===== src/rtl/lrs_pkg.sv =====
package lrs_pkg;

  // Bits needed to hold any value in 0..max_val (at least one bit).
  function automatic int unsigned bits_for(input int unsigned max_val);
    int unsigned w;
    w = 1;
    while ((max_val >> w) != 0) begin
      w = w + 1;
    end
    return w;
  endfunction

  // Default sizing shared by the top and its submodules.
  localparam int unsigned DEF_SYNC_STAGES   = 2;
  localparam int unsigned DEF_DELAY_CYCLES  = 16;
  localparam int unsigned DEF_STROBE_PERIOD = 8;

endpackage


===== src/rtl/lrs_lock_sync.sv =====
// Brings the asynchronous lock flag into the derived-clock domain.
// Lock low clears every stage at once; a rising lock walks a constant
// one through the chain, so release is always synchronous.
module lrs_lock_sync #(
  parameter int unsigned STAGES = lrs_pkg::DEF_SYNC_STAGES
) (
  input  logic clk_i,
  input  logic arst_ni,
  output logic lock_q_o
);

  logic [STAGES-1:0] stage_q;
  logic [STAGES-1:0] stage_d;

  // Next-state: stage 0 samples constant one, later stages copy the previous.
  genvar g;
  generate
    for (g = 0; g < STAGES; g++) begin : g_stage
      if (g == 0) begin : g_head
        assign stage_d[g] = 1'b1;
      end else begin : g_tail
        assign stage_d[g] = stage_q[g-1];
      end
    end
  endgenerate

  always_ff @(posedge clk_i or negedge arst_ni) begin
    if (!arst_ni) begin
      stage_q <= '0;
    end else begin
      stage_q <= stage_d;
    end
  end

  assign lock_q_o = stage_q[STAGES-1];

  // once the synchronized lock is seen, it stays while lock is held
  sync_hold_chk: assert property (@(posedge clk_i) disable iff (!arst_ni)
    lock_q_o |=> lock_q_o);

  // the last stage cannot rise before the first stage has been high
  sync_order_chk: assert property (@(posedge clk_i) disable iff (!arst_ni)
    !stage_q[0] |=> !lock_q_o);

endmodule


===== src/rtl/lrs_delay_cnt.sv =====
// Saturating release counter. Counts derived-clock cycles while the
// synchronized lock is high and flags the end of the hold-off window.
module lrs_delay_cnt #(
  parameter int unsigned DELAY = lrs_pkg::DEF_DELAY_CYCLES
) (
  input  logic clk_i,
  input  logic arst_ni,
  input  logic lock_q_i,
  output logic rst_dly_o
);

  localparam int unsigned CW = lrs_pkg::bits_for(DELAY);
  localparam logic [CW-1:0] TERM = CW'(DELAY);

  logic [CW-1:0] cnt_q;
  logic [CW-1:0] cnt_d;
  logic          at_term;
  logic          cnt_en;

  assign at_term = (cnt_q == TERM);
  assign cnt_en  = lock_q_i && !at_term;

  // Next-state: clear while unlocked, step while counting, hold at terminal.
  always_comb begin
    cnt_d = cnt_q;
    if (!lock_q_i) begin
      cnt_d = '0;
    end else if (cnt_en) begin
      cnt_d = cnt_q + 1'b1;
    end
  end

  always_ff @(posedge clk_i or negedge arst_ni) begin
    if (!arst_ni) begin
      cnt_q <= '0;
    end else begin
      cnt_q <= cnt_d;
    end
  end

  // Reset request stays high until the count has reached its terminal value.
  assign rst_dly_o = !at_term;

  // the count never runs past its terminal value
  cnt_bound_chk: assert property (@(posedge clk_i) disable iff (!arst_ni)
    cnt_q <= TERM);

  // once saturated with lock held, the count stays put
  cnt_sat_chk: assert property (@(posedge clk_i) disable iff (!arst_ni)
    (at_term && lock_q_i) |=> at_term);

  // while counting, the value advances by exactly one per cycle
  cnt_step_chk: assert property (@(posedge clk_i) disable iff (!arst_ni)
    (lock_q_i && !at_term) |=> (cnt_q == $past(cnt_q) + 1'b1));

  // a lost synchronized lock returns the count to zero
  cnt_clear_chk: assert property (@(posedge clk_i) disable iff (!arst_ni)
    !lock_q_i |=> (cnt_q == '0));

endmodule


===== src/rtl/lrs_out_reg.sv =====
// Final timing flop on the reset path. Comes up asserted on lock loss.
module lrs_out_reg (
  input  logic clk_i,
  input  logic arst_ni,
  input  logic rst_dly_i,
  output logic rst_o
);

  logic rst_q;
  logic rst_d;

  always_comb begin
    rst_d = rst_dly_i;
  end

  always_ff @(posedge clk_i or negedge arst_ni) begin
    if (!arst_ni) begin
      rst_q <= 1'b1;
    end else begin
      rst_q <= rst_d;
    end
  end

  assign rst_o = rst_q;


  always @(negedge clk_i) begin
    if (!arst_ni) begin
      lock_low_rst_chk: assert (rst_q);
    end
  end

  // a pending request keeps reset asserted one cycle later
  out_hold_chk: assert property (@(posedge clk_i) disable iff (!arst_ni)
    rst_dly_i |=> rst_q);

  // a cleared request releases reset one cycle later
  out_release_chk: assert property (@(posedge clk_i) disable iff (!arst_ni)
    !rst_dly_i |=> !rst_q);

endmodule


===== src/rtl/lrs_strobe_div.sv =====
// Clock-enable divider: one single-cycle strobe every PERIOD cycles,
// held at zero while the hold input (the sequenced reset) is high.
module lrs_strobe_div #(
  parameter int unsigned PERIOD = lrs_pkg::DEF_STROBE_PERIOD
) (
  input  logic clk_i,
  input  logic arst_ni,
  input  logic hold_i,
  output logic stb_o
);

  localparam int unsigned DW = lrs_pkg::bits_for(PERIOD - 1);
  localparam logic [DW-1:0] LAST = DW'(PERIOD - 1);

  logic [DW-1:0] div_q;
  logic [DW-1:0] div_d;
  logic          stb_q;
  logic          stb_d;
  logic          wrap;

  assign wrap = (div_q == LAST);

  // Next-state: zero under hold, otherwise count modulo PERIOD.
  always_comb begin
    div_d = div_q;
    stb_d = 1'b0;
    if (hold_i) begin
      div_d = '0;
    end else if (wrap) begin
      div_d = '0;
      stb_d = 1'b1;
    end else begin
      div_d = div_q + 1'b1;
    end
  end

  always_ff @(posedge clk_i or negedge arst_ni) begin
    if (!arst_ni) begin
      div_q <= '0;
      stb_q <= 1'b0;
    end else begin
      div_q <= div_d;
      stb_q <= stb_d;
    end
  end

  assign stb_o = stb_q;

  // reset seen on an edge leaves no strobe after it
  hold_no_stb_chk: assert property (@(posedge clk_i) disable iff (!arst_ni)
    hold_i |=> !stb_q);

  // a strobe never lasts two cycles
  single_stb_chk: assert property (@(posedge clk_i) disable iff (!arst_ni)
    stb_q |=> !stb_q);

  // the divider restarts from zero right after each strobe
  div_phase_chk: assert property (@(posedge clk_i) disable iff (!arst_ni)
    (stb_q && !hold_i) |-> (div_q == '0));

  // the divider never passes its last phase
  div_bound_chk: assert property (@(posedge clk_i) disable iff (!arst_ni)
    div_q <= LAST);

endmodule


===== src/rtl/lock_reset_seq.sv =====
// Lock-qualified reset sequencer with optional clock-enable strobe.
module lock_reset_seq #(
  parameter int unsigned SYNC_STAGES   = lrs_pkg::DEF_SYNC_STAGES,
  parameter int unsigned DELAY_CYCLES  = lrs_pkg::DEF_DELAY_CYCLES,
  parameter bit          STROBE_EN     = 1'b1,
  parameter int unsigned STROBE_PERIOD = lrs_pkg::DEF_STROBE_PERIOD
) (
  input  logic clk_i,
  input  logic lock_i,
  output logic rst_o,
  output logic stb_o
);

  // Lock low is the asynchronous clear for the whole block.
  logic arst_n;
  logic lock_q;
  logic rst_dly;
  logic rst_q;

  assign arst_n = lock_i;

  lrs_lock_sync #(
    .STAGES (SYNC_STAGES)
  ) u_sync (
    .clk_i    (clk_i),
    .arst_ni  (arst_n),
    .lock_q_o (lock_q)
  );

  lrs_delay_cnt #(
    .DELAY (DELAY_CYCLES)
  ) u_cnt (
    .clk_i     (clk_i),
    .arst_ni   (arst_n),
    .lock_q_i  (lock_q),
    .rst_dly_o (rst_dly)
  );

  lrs_out_reg u_out (
    .clk_i     (clk_i),
    .arst_ni   (arst_n),
    .rst_dly_i (rst_dly),
    .rst_o     (rst_q)
  );

  assign rst_o = rst_q;

  generate
    if (STROBE_EN) begin : g_strobe
      lrs_strobe_div #(
        .PERIOD (STROBE_PERIOD)
      ) u_div (
        .clk_i   (clk_i),
        .arst_ni (arst_n),
        .hold_i  (rst_q),
        .stb_o   (stb_o)
      );
    end else begin : g_no_strobe
      assign stb_o = 1'b0;


      no_strobe_chk: assert property (@(posedge clk_i) disable iff (!arst_n)
        !stb_o);
    end
  endgenerate

  // the strobe and the reset are never high together
  stb_vs_rst_chk: assert property (@(posedge clk_i) disable iff (!arst_n)
    !(stb_o && rst_o));

endmodule


===== config.mk =====
export PLATFORM = sky130hd
export DESIGN_NAME = lock_reset_seq
export DESIGN_NICKNAME = d
export VERILOG_FILES = /design/src/rtl/lrs_pkg.sv /design/src/rtl/lrs_lock_sync.sv /design/src/rtl/lrs_delay_cnt.sv /design/src/rtl/lrs_out_reg.sv /design/src/rtl/lrs_strobe_div.sv /design/src/rtl/lock_reset_seq.sv
export SDC_FILE = /design/constraint.sdc
export NUM_CORES = 1
export LEC_CHECK = 0
export CAP_MARGIN = 20
export CORE_AREA = 2 2 39 41
export DETAILED_ROUTE_END_ITERATION = 7
export DIE_AREA = 0 0 41 43
export PLACE_DENSITY = 0.53
export SLEW_MARGIN = 20
export SYNTH_ARGS = -nofsm -noshare
export SYNTH_HDL_FRONTEND = slang
export SYNTH_SLANG_ARGS = --single-unit

===== constraint.sdc =====
create_clock -name clk_i -period 1.2 [get_ports clk_i]
set_input_delay 0.24 -clock clk_i [delete_from_list [all_inputs] [get_ports clk_i]]
set_output_delay 0.24 -clock clk_i [all_outputs]
set_load 0.02 [all_outputs]

==> key figures, run 1 <==
Logic synthesis
  • Post-synthesis mux area share: under 10%
  • Synthesized area: approximately 510 um2
  • Most common cell in the netlist: dfrtp_1
  • Fraction of registers with async set/reset: between 90% and 100%
  • Sequential fraction of the synthesis area: approximately three fifths
  • Avg Cell Area, Syn: ~12 um2
  • Compound-cell area share of the yosys netlist: 0%
  • Top FF cell, synth: dfrtp_1
  • Post-Synth Adder-Cell Area: 9.80%
  • Simple-gate portion of the synthesized area: 18.6%
  • Synth Area in XOR/XNOR: under 10%
  • Largest family of logic cells by synthesized area: simple AND/OR/NAND/NOR gates
  • Synth Net Count: between 40 and 50
  • Post-synthesis cell type count: 16
  • Post-synth top area share: about 54%
  • Post-Syn Instances: slightly above 40
  • Cell taking the most area after synthesis: dfrtp_1
  • Dominant cells by area after synthesis: dfrtp_1 (54%), ha_1 (9.8%), mux2i_1 (7.8%)
  • #FFs+latches synth: 12
  • Number of flops mapped to enable cells by yosys: 0
  • Synthesis Warnings: 0
  • Commonest cells in the netlist: dfrtp_1 (11), nand2_1 (5), ha_1 (4), mux2i_1 (4), nand2b_1 (3)

Timing
  • Maximum clock rate: approximately 820 MHz
  • RSZ-0062 raised after global routing: true
  • Setup TNS: -17.9 ps
  • Final Slew Violations: 0
  • Final Hold Viols: 0
  • # setup viols final: 1
  • Tmin final: about 1200 ps
  • Min setup slack post-route: -17.9 ps
  • Part of the cycle the worst path needs: 101%
  • Clk_skew: approximately 0.85 ps

Routing
  • Pre-Repair DR Iteration Count: 3
  • WL/cell: 10.8 um
  • Vias: 312
  • # DRC: 0
  • Routed Antenna Nets: 0
  • DRT iter0 DRCs: 9
  • Via-to-Cell Ratio: around 4.5
  • Final wirelength: 742 um

Power and ir drop
  • Pwr dens: 1250 nW/um2
  • Max VDD drop: about 640 uV
  • P_leak: between 0.3 and 0.4 nW
  • Total power: slightly below 0.0008 W

Floorplanning
  • Core area: around 1400 um2
  • Die Width: slightly above 40 um
  • Die H: roughly 43 um
  • Die area: approximately 1800 um2
  • Initial Util: between 30% and 40%
  • # IOs: 4
  • Cell Rows: 14

Placement
  • IO buf count: 3
  • Gpl congestion: between 0.7 and 0.8
  • Final HPWL from detailed placement: slightly above 500 um

Clock network
  • CTS max path bufs: 2
  • H-tree levels: 1
  • Clock root cell: clkbuf_4
  • Clk Latency, worst-skew pair: about 270 ps
  • CTS clock-pin slew for the worst setup and hold paths: around 70 ps
  • CTS tree: built
  • Total clock sinks: 12
  • CTS Buf Count: 3
  • Hold buffers post-CTS: 0

Layout
  • Nets: 60
  • Antenna cells: 0
  • Layout cells sized above 1: between 30 and 40%
  • Area Growth Syn to Fin: 25.0%

Setup path
  • Worst EP arrival: about 1400 ps
  • Startpoint types: flop
  • Worst EP required: roughly 1400 ps
  • Critical Path End Type: flop
  • CP max FO: 4
  • Setup CP Type: flop to flop

Run status
  • Violated checks: negative setup slack
  • Status: finished, violations left

GRT
  • Vias in the first global route: 299
  • Initial antenna violation count: 0
  • GR Util met2: roughly 16%
  • Met1 Use GR: around 14%
  • Grt total ovfl: 0
  • Gr busiest metal: met2
  • GR Util met3: roughly 6.3%
  • GR Util All Layers: a little under an eighth
  • Largest net degree at the start of global routing: 13
  • Global-route wire length before repair: 1.27 mm

Worst hold path
  • Hold crit path type: primary input to asynchronous set/reset pin

Run
  • Max Cap Violations: 0
[path summary, 6_finish.rpt]
kind                            slack (ps)         startpoint  cells after the start                      end
worst max-delay path                   -20     u_cnt.cnt_q[0]                      5           u_cnt.cnt_q[2]
worst min-delay path                   270             lock_i                      2  g_strobe.u_div.div_q[0]
max in group asynchronous              700             lock_i                      2              u_out.rst_o
min in group clk_i                     360  u_sync.stage_q[0]                      0        u_sync.stage_q[1]
worst min register to register         360  u_sync.stage_q[0]                      0        u_sync.stage_q[1]
worst max register to register         -20     u_cnt.cnt_q[0]                      5           u_cnt.cnt_q[2]
[worst max-delay path, cell delays in order (launching register included)]
cell and delay (ps):
dfrtp_1 420, inv_1 70, ha_2 150, and4bb_4 270, inv_2 50, and3_4 150
[per-stage QoR]
step | cell area (um2) | hold slack, ps | setup slack, ps | util, % | instances
6_report | 638 | 272 | -17.9 | 46.1 | 69
5_1_grt | 638 | 279 | -53.0 | 46.1 | 69
4_1_cts | 617 | 266 | 0.305 | 44.6 | 67
3_5_place_dp | 576 | 347 | -142 | 41.6 | 62
3_3_place_gp | 576 | 337 | -139 | 41.6 | 62
2_1_floorplan | 510 | -55.6 | 66.3 | - | 41
[area by class of cell]
class	count	area, um2
fillers	129	746
flip-flops and latches	12	302
multi-input cells	26	205
repair buffers	8	63.8
clock buffers	4	36.3
well taps	16	20.0
inverters	3	11.3
[report_power, final]
part           total [W]  switching [W]  internal (W)
Clock           0.000311       0.000126      0.000184
Sequential      0.000429      0.0000133      0.000416
Combinational  0.0000549      0.0000235     0.0000314
[state kept, by name (all words and copies together), names as in the netlist]
signal and flops:
u_sync.stage_q 2, u_cnt.cnt_q 5, g_strobe.u_div.div_q 3, g_strobe.u_div.stb_o 1, u_out.rst_o 1
[timing repair]
item,in CTS,in global routing
gates resized for setup,7,4
pin swaps,0,1
setup buffers,1,2
setup endpoints to repair,3,5
[kinds of logic (layout without fill, tap and decap cells)]
family        after synthesis  count (layout)
fa+ha+maj                   4               4
simple gates               16              16
other cells                 1               1
flops                      12              12
mux                         4               4
xor+xnor                    1               1
buf+inv                     3              15
[layout by cell type (no fill, tap or decap)]
master | synthesis | routed
and3_4 | 0 | 1
and4bb_4 | 1 | 1
buf_4 | 0 | 5
buf_6 | 0 | 1
clkbuf_2 | 0 | 1
clkbuf_4 | 0 | 3
clkbuf_8 | 0 | 1
clkdlybuf4s50_1 | 0 | 1
conb_1 | 1 | 1
dfrtp_1 | 11 | 11
dfstp_2 | 1 | 1
ha_1 | 4 | 3
ha_2 | 0 | 1
inv_1 | 2 | 2
inv_2 | 1 | 1
mux2i_1 | 4 | 4
nand2_1 | 5 | 5
nand2b_1 | 3 | 3
nand3_1 | 2 | 2
nor2b_1 | 2 | 2
nor3_1 | 1 | 1
nor3b_1 | 1 | 1
xor2_1 | 1 | 1
[per-layer routing]
metal  part of all wire [%]  routed length [um]
met3                    3.4                  25
met5                      0                   0
met4                    3.4                  25
met2                     49                 362
met1                     44                 328
No activity file was read; power rests on OpenSTA's default activity.
==> inputs of run 2 (changes only) <==
- SLEW_MARGIN: 20 -> unset
==> results of run 2 <==
Same layout as run 1: the final DEF is identical, and so are final timing and power.
